File: src/rtl/ring_seq_pkg.sv
package ring_seq_pkg;

  typedef enum logic {ND_WAIT = 1'b0, ND_BUSY = 1'b1} node_state_e;

  // Index of the neighbour after idx around a ring of n stages.
  function automatic int unsigned ring_next(input int unsigned idx, input int unsigned n);
    return (idx + 1 == n) ? 0 : idx + 1;
  endfunction

  // Index of the neighbour before idx around a ring of n stages.
  function automatic int unsigned ring_prev(input int unsigned idx, input int unsigned n);
    return (idx == 0) ? n - 1 : idx - 1;
  endfunction

  // Starting value of edge k. Edge k joins stage k (low end) and stage
  // ring_next(k) (high end). A value of 1 points the edge at its low end.
  // Each edge points from the higher index to the lower one, so the closing
  // edge (k = n-1) points at its high end, which is stage 0.
  function automatic logic edge_preset(input int unsigned k, input int unsigned n);
    return (k != n - 1) ? 1'b1 : 1'b0;
  endfunction

endpackage

File: src/rtl/ring_edge_ctrl.sv
module ring_edge_ctrl #(
  parameter logic PRESET = 1'b1
) (
  input  logic clk,
  input  logic rst_n,
  input  logic stop,
  input  logic rev_lo,   // low-end stage finished its operation
  input  logic rev_hi,   // high-end stage finished its operation
  output logic tok_lo,   // edge points at the low-end stage
  output logic tok_hi    // edge points at the high-end stage
);
  logic dir_q;

  always_ff @(posedge clk or negedge rst_n) begin
    if (!rst_n)                dir_q <= PRESET;
    else if (stop)             dir_q <= PRESET;
    else if (rev_lo || rev_hi) dir_q <= ~dir_q;
  end

  assign tok_lo = dir_q;
  assign tok_hi = ~dir_q;
endmodule

File: src/rtl/ring_node_ctrl.sv
module ring_node_ctrl
  import ring_seq_pkg::*;
(
  input  logic clk,
  input  logic rst_n,
  input  logic run,
  input  logic tok_left,   // edge shared with the previous stage
  input  logic tok_right,  // edge shared with the next stage
  input  logic done,
  output logic operate,
  output logic sink,
  output logic reverse
);
  node_state_e state_q, state_d;

  assign sink    = tok_left && tok_right;
  assign reverse = (state_q == ND_BUSY) && done;

  always_comb begin
    state_d = state_q;
    if (!run)                               state_d = ND_WAIT;
    else if (state_q == ND_WAIT && sink)    state_d = ND_BUSY;
    else if (state_q == ND_BUSY && done)    state_d = ND_WAIT;
  end

  always_ff @(posedge clk or negedge rst_n) begin
    if (!rst_n) state_q <= ND_WAIT;
    else        state_q <= state_d;
  end

  assign operate = (state_q == ND_BUSY);
endmodule

File: src/rtl/edge_ring_seq.sv
module edge_ring_seq
  import ring_seq_pkg::*;
#(
  parameter int unsigned N_NODES = 4
) (
  input  logic               clk,
  input  logic               rst_n,
  input  logic               run,
  input  logic [N_NODES-1:0] done,
  output logic [N_NODES-1:0] operate
);
  localparam int unsigned N_EDGES = N_NODES;

  if (N_NODES < 3) begin : g_bad_size

    $error("edge_ring_seq needs at least three stages");
  end

  logic [N_EDGES-1:0] edge_tok_lo;
  logic [N_EDGES-1:0] edge_tok_hi;
  logic [N_NODES-1:0] sink_vec;
  logic [N_NODES-1:0] rev_vec;
  logic               stop;

  assign stop = !run;

  for (genvar k = 0; k < N_EDGES; k++) begin : g_edge
    localparam int unsigned HI = ring_next(k, N_NODES);
    ring_edge_ctrl #(.PRESET(edge_preset(k, N_NODES))) u_edge (
      .clk    (clk),
      .rst_n  (rst_n),
      .stop   (stop),
      .rev_lo (rev_vec[k]),
      .rev_hi (rev_vec[HI]),
      .tok_lo (edge_tok_lo[k]),
      .tok_hi (edge_tok_hi[k])
    );
  end

  for (genvar j = 0; j < N_NODES; j++) begin : g_node
    localparam int unsigned PV = ring_prev(j, N_NODES);
    ring_node_ctrl u_node (
      .clk       (clk),
      .rst_n     (rst_n),
      .run       (run),
      .tok_left  (edge_tok_hi[PV]),
      .tok_right (edge_tok_lo[j]),
      .done      (done[j]),
      .operate   (operate[j]),
      .sink      (sink_vec[j]),
      .reverse   (rev_vec[j])
    );
  end
endmodule

File: config.mk
export PLATFORM = sky130hd
export DESIGN_NAME = edge_ring_seq
export DESIGN_NICKNAME = d
export VERILOG_FILES = /design/src/rtl/ring_seq_pkg.sv /design/src/rtl/ring_edge_ctrl.sv /design/src/rtl/ring_node_ctrl.sv /design/src/rtl/edge_ring_seq.sv
export SDC_FILE = /design/constraint.sdc
export NUM_CORES = 1
export LEC_CHECK = 0
export ABC_AREA = 1
export BUFFER_PORTS_ARGS = -buffer_cell sky130_fd_sc_hd__buf_2
export CAP_MARGIN = 15
export CORE_AREA = 5 5 42 44
export CTS_BUF_LIST = sky130_fd_sc_hd__clkbuf_16
export DETAILED_ROUTE_END_ITERATION = 8
export DIE_AREA = 0 0 47 49
export SETUP_SLACK_MARGIN = 0.4
export SLEW_MARGIN = 20
export SYNTH_ARGS = -nofsm -noshare
export SYNTH_HDL_FRONTEND = slang
export SYNTH_SLANG_ARGS = --single-unit
File: constraint.sdc
create_clock -name clk -period 0.9 [get_ports clk]
set_input_delay 0.09 -clock clk [delete_from_list [all_inputs] [get_ports clk]]
set_output_delay 0.09 -clock clk [all_outputs]
set_load 0.01 [all_outputs]
==> impl_metrics.csv, run 1 <==
group,metric,value,unit
clock_tree,htree_levels,1,
placement,place_area,447,µm²
timing,slew_viol_final,0,
global_routing,antenna_found_initial,0,
critical_path,critical_path_class,"reg -> out",
route,vias,371,
floorplanning,core,0.00140,mm²
timing,setup_ws,0.0270,ns
synth,yosys_register_bits,8,
clock_tree,clkTransAtPathRegs,0.04,ns
global_routing,grt_max_degree,19,
outcome,outcome,"finished with violations",
placement,place_ws,0.0686,ns
critical_path,critical_path_required,0.81,ns
critical_path,critPathLaunch,"g_node[1].u_node.operate$_DFFE_PN0P_",
synth,seq_area_frac_synth,0.468,
pwr,power.leakage,0.000302,µW
synth,synth_warnings,0,
route,postRouteAntennaNets,0,
pwr,irDropWorstVdd,1.34,mV
placement,gp_congestion,0.675,
floorplanning,initial_core_util,0.311,
synth,syn_avg_cell_area,8.54,µm²
timing,rsz0062_at_grt,"yes",
synth,ys_async_sr_fraction,1.00,
placement,port_buffers,10,
global_routing,grt_pass1_wl,1430,µm
global_routing,first_global_vias,340,
critical_path,r2r-end,"g_node[1].u_node.operate$_DFFE_PN0P_",
timing,final-hold-violation-count,8,
critical_path,slowest_stage,"dfrtp_1",
synth,yosys_most_used_dff,"dfrtp_1",
placement,dp_hpwl,629,µm
timing,finalSetupViolCount,0,
route,wl_per_cell,11.4,µm
hold_path,hold_class,"in -> async",
finish,final_area,582,µm²
synth,syn_nets,58,
synth,synth_edf_count,0,
timing,fin_setup_tns,0,ns
critical_path,worstPathMaxFanout,3,
floorplanning,ios,11,
pwr,p_total,1910,µW
route,drt-initial-drc-count,2,
floorplanning,die_w,47,µm
critical_path,r2r_setup_slack,0.07,ns
timing,fmax,1.15,GHz
route,via_per_inst,4.70,
clock_tree,clock_sinks,8,
finish,antenna_cells,0,
pwr,cellPowerDensity,3280,mW/mm²
global_routing,overflow,0,
critical_path,critPathTopFamily,"flip-flops",
critical_path,slowest_delay,0.40,ns
timing,tightest_slew,0.304,ns
timing,max-slew-margin-rel,0.797,
synth,synthCells,51,
timing,worst_hold_slack,-0.310,ns
route,drc,0,
finish,drive_gt1_frac,0.444,
synth,synth.area.top_cells,"dfrtp_1, dfstp_2, nand2_1",
synth,synthTopCellsByCount,"nand2_1, nand3_1, dfrtp_1",
critical_path,critical_path_arrival,0.78,ns
clock_tree,cts_buffers,3,
outcome,violations,"negative hold slack",
floorplanning,die_area,0.00230,mm²
floorplanning,die_y,49,µm
synth,synth_area,435,µm²
critical_path,crit_path_start_kind,"flip-flop",
synth,ys_types,12,
global_routing,grt_usage,0.0936,
route,firstDrtPassIters,2,
synth,synth_top_area_share,0.287,
critical_path,crit_buf_inv,1,
critical_path,cp_cell_sequence,"buf_2",
synth,yosys.area.top_type,"dfrtp_1",
timing,period_share,0.970,
clock_tree,cts_tree,"yes",
clock_tree,clockBufferDepth,2,
timing,finClkSkew,0.00516,ns
finish,area_growth,33.6,%
clock_tree,root_buffer,"clkbuf_16",
critical_path,ff2ff_path_depth,2,
clock_tree,worstSkewPairLatency,0.24,ns
synth,yosysMostFrequentCell,"nand2_1",
route,routed_wl,897,µm
critical_path,endpoint_kind,"primary output",
floorplanning,num_rows,14,
finish,fin_nets,71,
critical_path,rr_startpoint,"g_edge[0].u_edge.tok_lo$_DFFE_PN1P_",
run,drv_cap,0,
timing,final.min_clock_period,0.873,ns
-- cell usage in the layout, fill, tap and decap left out, types with 3 or more instances in the layout --
cell type	Yosys	layout
nand2_1	16	12
buf_2	0	10
nand3_1	8	5
dfrtp_1	5	5
nand2_2	0	4
nand4_1	4	4
buf_4	4	4
nand3_2	0	3
nor2_1	3	3
clkbuf_16	0	3
dfstp_2	3	3
-- flip-flops by register name (all words and copies together), names as in the netlist --
register	cells
g_node.u_node.operate	4
g_edge.u_edge.tok_lo	4
-- cells by family after synthesis --
group | share of synthesized area
simple gates | 0.348
flops | 0.468
buf+inv | 0.149
compound gates | 0.0345
-- final cells by class --
type | count | area [µm²]
Clock buffer | 3 | 75.1
Clock inverter | 1 | 3.75
Fill cell | 154 | 820
Inverter | 1 | 3.75
Multi-Input combinational cell | 36 | 195
Sequential cell | 8 | 204
Tap cell | 16 | 20.0
Timing Repair Buffer | 14 | 80.1
-- worst max path at each step --
stage | to | slack, ns | cells past startpoint
final | operate[1] | 0.03 | 1
after global routing | operate[1] | 0.009 | 1
after CTS | operate[0] | 0.03 | 1
after detailed placement | g_node[1].u_node.operate$_DFFE_PN0P_ | 0.07 | 2
after global placement | g_node[3].u_node.operate$_DFFE_PN0P_ | 0.08 | 3
after floorplan | g_node[3].u_node.operate$_DFFE_PN0P_ | 0.11 | 3
-- metal layers --
| layer | up-vias | wire, µm | track usage |
|---|---|---|---|
| met1 | 167 | 378 | 0.106 |
| met2 | 8 | 421 | 0.124 |
| li1 | 191 | - | - |
| met5 | - | 0 | 0 |
| met3 | 5 | 51 | 0.0332 |
| met4 | 0 | 46 | 0.0968 |
-- through the flow --
step | utilization | instances
finish | 0.415 | 79
global route | 0.415 | 79
CTS | 0.398 | 78
detailed placement | 0.319 | 71
global placement | 0.319 | 71
floorplan | - | 51
-- report_power, final --
group	switching, µW	leakage [µW]	internal, µW	total, µW
registers	109	0.0000981	520	629
clock network	187	0.0000423	580	766
logic	264	0.000162	247	511
-- timing repair --
item,in CTS,in global routing
endpoints found under the setup margin,12,12
endpoints found under the hold margin,8,8
setup buffers,3,1
pin swaps,6,7
gates resized for setup,3,4
No activity file was read; power rests on OpenSTA's default activity.
==> run 2, diff against run 1 <==
--- a/config.mk
+++ b/config.mk
@@ -12,7 +12,6 @@
 export CTS_BUF_LIST = sky130_fd_sc_hd__clkbuf_16
 export DETAILED_ROUTE_END_ITERATION = 8
 export DIE_AREA = 0 0 47 49
-export SETUP_SLACK_MARGIN = 0.4
 export SLEW_MARGIN = 20
 export SYNTH_ARGS = -nofsm -noshare
 export SYNTH_HDL_FRONTEND = slang
==> run 2 against run 1 <==
The run now ends clean. Setup slack worse by 0.0063 ns. Sequential power rose by 0.6%. Clock power shrank 1%. Maximum frequency shrank 0.71%. Cell count is 2.5% lower. Register-to-register slack got worse by 0.02 ns. Global-route usage is 0.75 points higher. Flip-flop and latch count stayed put. Total power is 5.9% lower. Non-clock buffer count fell by 2.
==> impl_metrics.csv, run 2 (synthesis results as in run 1) <==
group,metric,value,unit
timing,final.min_clock_period,0.879,ns
finish,most-common-layout-cells,"nand2_1, buf_2, nand3_1",
hold_path,hold_class,"in -> reg",
timing,fmax,1.14,GHz
timing,period_share,0.977,
finish,area_growth,25.9,%
floorplanning,ios,11,
clock_tree,clock_sinks,8,
finish,final_area,548,µm²
critical_path,critical_path_required,0.81,ns
global_routing,grt_pass1_wl,1520,µm
clock_tree,root_buffer,"clkbuf_16",
floorplanning,die_y,49,µm
route,drc,0,
pwr,power.leakage,0.000280,µW
critical_path,critical_path_arrival,0.79,ns
run,drv_cap,0,
clock_tree,clkTransAtPathRegs,0.04,ns
global_routing,overflow,0,
clock_tree,cts_tree,"yes",
critical_path,worstPathMaxFanout,4,
route,vias,353,
outcome,outcome,"completed",
timing,rsz0062_at_grt,"yes",
pwr,cellPowerDensity,3270,mW/mm²
placement,gp_congestion,0.688,
clock_tree,worstSkewPairLatency,0.23,ns
floorplanning,die_area,0.00230,mm²
critical_path,crit_buf_inv,1,
finish,nFillCells,151,
clock_tree,clockBufferDepth,2,
critical_path,r2r-end,"g_node[1].u_node.operate$_DFFE_PN0P_",
timing,finalSetupViolCount,0,
route,wl_per_cell,11.3,µm
finish,layout_commonest_cell,"nand2_1",
hold_path,min_from,"done[1]",
timing,final-hold-violation-count,0,
finish,antenna_cells,0,
critical_path,cp_cell_sequence,"buf_2",
finish,fin_nets,69,
timing,tightest_slew,0.283,ns
timing,slew_viol_final,0,
critical_path,slowest_stage,"dfrtp_1",
route,firstDrtPassIters,4,
floorplanning,core,0.00140,mm²
critical_path,ff2ff_path_depth,2,
placement,place_area,444,µm²
critical_path,rr_startpoint,"g_edge[1].u_edge.tok_lo$_DFFE_PN1P_",
critical_path,slowest_delay,0.40,ns
critical_path,critical_path_class,"reg -> out",
global_routing,first_global_vias,314,
timing,max-slew-margin-rel,0.812,
global_routing,antenna_found_initial,0,
placement,port_buffers,10,
route,via_per_inst,4.58,
finish,drive_gt1_frac,0.328,
global_routing,grt_usage,0.101,
placement,place_ws,0.0246,ns
critical_path,critPathTopFamily,"flip-flops",
floorplanning,num_rows,14,
global_routing,grt_max_degree,19,
route,drt-initial-drc-count,4,
timing,finClkSkew,0.000417,ns
pwr,irDropWorstVdd,1.55,mV
placement,dp_hpwl,601,µm
critical_path,crit_path_start_kind,"flip-flop",
clock_tree,cts_buffers,3,
critical_path,r2r_setup_slack,0.05,ns
clock_tree,htree_levels,1,
route,postRouteAntennaNets,0,
hold_path,hold_path_depth,4,
route,routed_wl,872,µm
floorplanning,die_w,47,µm
critical_path,endpoint_kind,"primary output",
timing,setup_ws,0.0208,ns
floorplanning,initial_core_util,0.311,
hold_path,hold_end,"g_edge[0].u_edge.tok_lo$_DFFE_PN1P_",
run 2: cell types whose count changed in the layout (fill, tap and decap cells not counted), sizes merged:
| cell | before | now |
|---|---|---|
| dlygate4sd3 | 0 | 1 |
| buf | 14 | 11 |
run 2: stage by stage:
step	total power, µW	setup TNS [ns]	hold slack [ns]	util	std cells
global route	1940	-0.0294	0.182	0.391	77
floorplan	955	0	-0.206	-	51
CTS	1780	0	0.195	0.380	76
detailed placement	1000	0	-0.0554	0.317	71
global placement	983	0	-0.0537	0.317	71
finish	1790	0	0.151	0.391	77
run 2: routing by layer:
layer | GRT usage | wire [µm]
met1 | 0.130 | 410
met2 | 0.111 | 375
met3 | 0.0664 | 68
met4 | 0.0829 | 18
met5 | 0 | 0
run 2: layout make-up:
type                            count  area [µm²]  area share
Inverter                            1        3.75     0.00685
Sequential cell                     8         204       0.372
Clock inverter                      1        3.75     0.00685
Clock buffer                        3        75.1       0.137
Multi-Input combinational cell     36         174       0.317
Tap cell                           16        20.0      0.0365
Timing Repair Buffer               12        67.6       0.123
run 2: how the worst max path moves through the flow:
stage                                                     from                                    to  slack [ns]  depth (start not counted)
after floorplan            g_edge[0].u_edge.tok_lo$_DFFE_PN1P_  g_node[1].u_node.operate$_DFFE_PN0P_        0.10                          2
after global placement     g_edge[1].u_edge.tok_lo$_DFFE_PN1P_  g_node[1].u_node.operate$_DFFE_PN0P_        0.04                          2
after detailed placement   g_edge[1].u_edge.tok_lo$_DFFE_PN1P_  g_node[1].u_node.operate$_DFFE_PN0P_        0.02                          2
after CTS                  g_edge[1].u_edge.tok_lo$_DFFE_PN1P_  g_node[1].u_node.operate$_DFFE_PN0P_        0.01                          2
after global routing       g_edge[1].u_edge.tok_lo$_DFFE_PN1P_  g_node[1].u_node.operate$_DFFE_PN0P_       -0.02                          2
final                     g_node[1].u_node.operate$_DFFE_PN0P_                            operate[1]        0.02                          1
run 2: what timing repair did:
item / 4_1_cts / 5_1_grt
endpoints found under the hold margin: 8 / 0
setup endpoints to repair: 0 / 7
gates resized for setup: 0 / 6
hold buffers: 1 / 0
setup buffers: 0 / 1
run 2: report_power, final:
part	switching [µW]	total, µW	internal [µW]	leakage, µW
Sequential	113	633	520	0.0000981
Clock	176	755	579	0.0000423
Combinational	221	407	185	0.000140
Total	510	1790	1280	0.000280
==> run 3, diff against run 2 <==
--- a/config.mk
+++ b/config.mk
@@ -12,6 +12,7 @@
 export CTS_BUF_LIST = sky130_fd_sc_hd__clkbuf_16
 export DETAILED_ROUTE_END_ITERATION = 8
 export DIE_AREA = 0 0 47 49
+export PLACE_DENSITY = 0.54
 export SLEW_MARGIN = 20
 export SYNTH_ARGS = -nofsm -noshare
 export SYNTH_HDL_FRONTEND = slang
==> run 3 against run 2 <==
Clock power grew 2%. Critical path depth did not move. Count of clock-buffer cells in the layout stayed put. Maximum frequency up 0.15%. Largest power group unchanged. Cell area is 0.46% lower. Cell count unchanged. Combinational power is 2% higher. Register-to-register slack about the same.
==> impl_metrics.csv, run 3 (synthesis results as in run 1) <==
group,metric,value,unit
hold_path,hold_class,"in -> reg",
global_routing,first_global_vias,330,
clock_tree,clkTransAtPathRegs,0.04,ns
route,firstDrtPassIters,4,
timing,max-slew-margin-rel,0.807,
placement,place_area,444,µm²
critical_path,crit_buf_inv,1,
critical_path,critical_path_class,"reg -> out",
global_routing,grt_usage,0.0958,
clock_tree,worstSkewPairLatency,0.24,ns
critical_path,cp-endpoint,"operate[1]",
finish,final_area,546,µm²
critical_path,r2r-end,"g_edge[2].u_edge.tok_lo$_DFFE_PN1P_",
clock_tree,htree_levels,1,
timing,fin_setup_tns,0,ns
critical_path,cp.depth,1,
timing,finClkSkew,0.00267,ns
floorplanning,core,0.00140,mm²
critical_path,slowest_stage,"dfrtp_1",
pwr,power.leakage,0.000279,µW
critical_path,critPathLaunch,"g_node[1].u_node.operate$_DFFE_PN0P_",
finish,most-common-layout-cells,"nand2_1, buf_2, nand3_1",
critical_path,endpoint_kind,"primary output",
critical_path,rr_startpoint,"g_node[2].u_node.operate$_DFFE_PN0P_",
finish,layout_commonest_cell,"nand2_1",
clock_tree,root_buffer,"clkbuf_16",
clock_tree,cts_buffers,3,
clock_tree,clockBufferDepth,2,
floorplanning,ios,11,
route,drt-initial-drc-count,7,
clock_tree,clock_sinks,8,
pwr,cellPowerDensity,3340,mW/mm²
placement,port_buffers,10,
floorplanning,die_area,0.00230,mm²
floorplanning,initial_core_util,0.311,
timing,final-hold-violation-count,0,
global_routing,grt_pass1_wl,1490,µm
critical_path,critical_path_arrival,0.79,ns
timing,fmax,1.14,GHz
global_routing,overflow,0,
critical_path,critPathTopFamily,"flip-flops",
critical_path,slowest_delay,0.40,ns
critical_path,r2r_setup_slack,0.05,ns
route,vias,370,
critical_path,crit_path_start_kind,"flip-flop",
pwr,p_total,1820,µW
finish,drive_gt1_frac,0.311,
finish,area_growth,25.3,%
critical_path,cp_cell_sequence,"buf_2",
route,wl_per_cell,11.9,µm
critical_path,worstPathMaxFanout,4,
timing,final.min_clock_period,0.878,ns
global_routing,grt_max_degree,19,
finish,fin_nets,69,
pwr,irDropWorstVdd,1.86,mV
global_routing,antenna_found_initial,0,
timing,slew_viol_final,0,
timing,tightest_slew,0.289,ns
outcome,outcome,"completed",
timing,period_share,0.975,
placement,gp_congestion,0.636,
floorplanning,num_rows,14,
route,routed_wl,918,µm
critical_path,ff2ff_path_depth,4,
finish,antenna_cells,0,
route,drc,0,
placement,dp_hpwl,638,µm
route,via_per_inst,4.81,
floorplanning,die_y,49,µm
critical_path,critical_path_required,0.81,ns
timing,finalSetupViolCount,0,
floorplanning,die_w,47,µm
route,postRouteAntennaNets,0,
clock_tree,cts_tree,"yes",
run,drv_cap,0,
timing,rsz0062_at_grt,"yes",
## run 3: cell count changes in the layout (fill, tap and decap cells not counted)
cell / delta
nand2_2: -1
o21ai_0: +1
o21ai_1: -1
nand2_1: +1
## run 3: layout make-up
| class | count | area, µm² |
|---|---|---|
| clock buffer | 3 | 75.1 |
| sequential | 8 | 204 |
| timing repair buffer | 12 | 67.6 |
| multi-input combinational | 36 | 171 |
| inverter | 1 | 3.75 |
| clock inverter | 1 | 3.75 |
| fill | 153 | 856 |
| tap | 16 | 20.0 |
## run 3: repair_timing
| item | CTS | global route |
|---|---|---|
| resized for setup | 0 | 4 |
| endpoints found under the setup margin | 0 | 6 |
| hold buffers | 1 | 0 |
| setup buffers | 0 | 1 |
| hold endpoints to repair | 8 | 0 |
## run 3: worst min-delay path by stage
stage,startpoint,cells after the start,slack (ns),end
global placement,rst_n,1,-0.06,g_node[3].u_node.operate$_DFFE_PN0P_
finish,done[1],4,0.15,g_edge[0].u_edge.tok_lo$_DFFE_PN1P_
floorplan,rst_n,0,-0.21,g_edge[3].u_edge.tok_lo$_DFFE_PN0P_
CTS,done[3],4,0.19,g_edge[2].u_edge.tok_lo$_DFFE_PN1P_
global route,done[1],4,0.17,g_edge[0].u_edge.tok_lo$_DFFE_PN1P_
detailed placement,rst_n,1,-0.05,g_node[3].u_node.operate$_DFFE_PN0P_
## run 3: routing by layer
| layer | GRT usage | share of wire |
|---|---|---|
| met1 | 0.124 | 0.44 |
| met2 | 0.120 | 0.48 |
| met3 | 0.0443 | 0.058 |
| met4 | 0.0691 | 0.027 |
| met5 | 0 | 0 |
## run 3: metrics by stage
stage               hold slack [ns]  utilization  setup slack [ns]  instances
floorplan                    -0.206            -             0.103         51
global placement            -0.0560        0.317            0.0456         71
detailed placement          -0.0541        0.317            0.0349         71
CTS                           0.189        0.380            0.0167         76
global route                  0.172        0.389           -0.0149         77
finish                        0.153        0.389            0.0221         77
## run 3: report_power, final
group	internal [µW]	switching (µW)	total, µW
Sequential	520	115	635
Combinational	192	225	417
Clock	580	190	770
Total	1290	530	1820
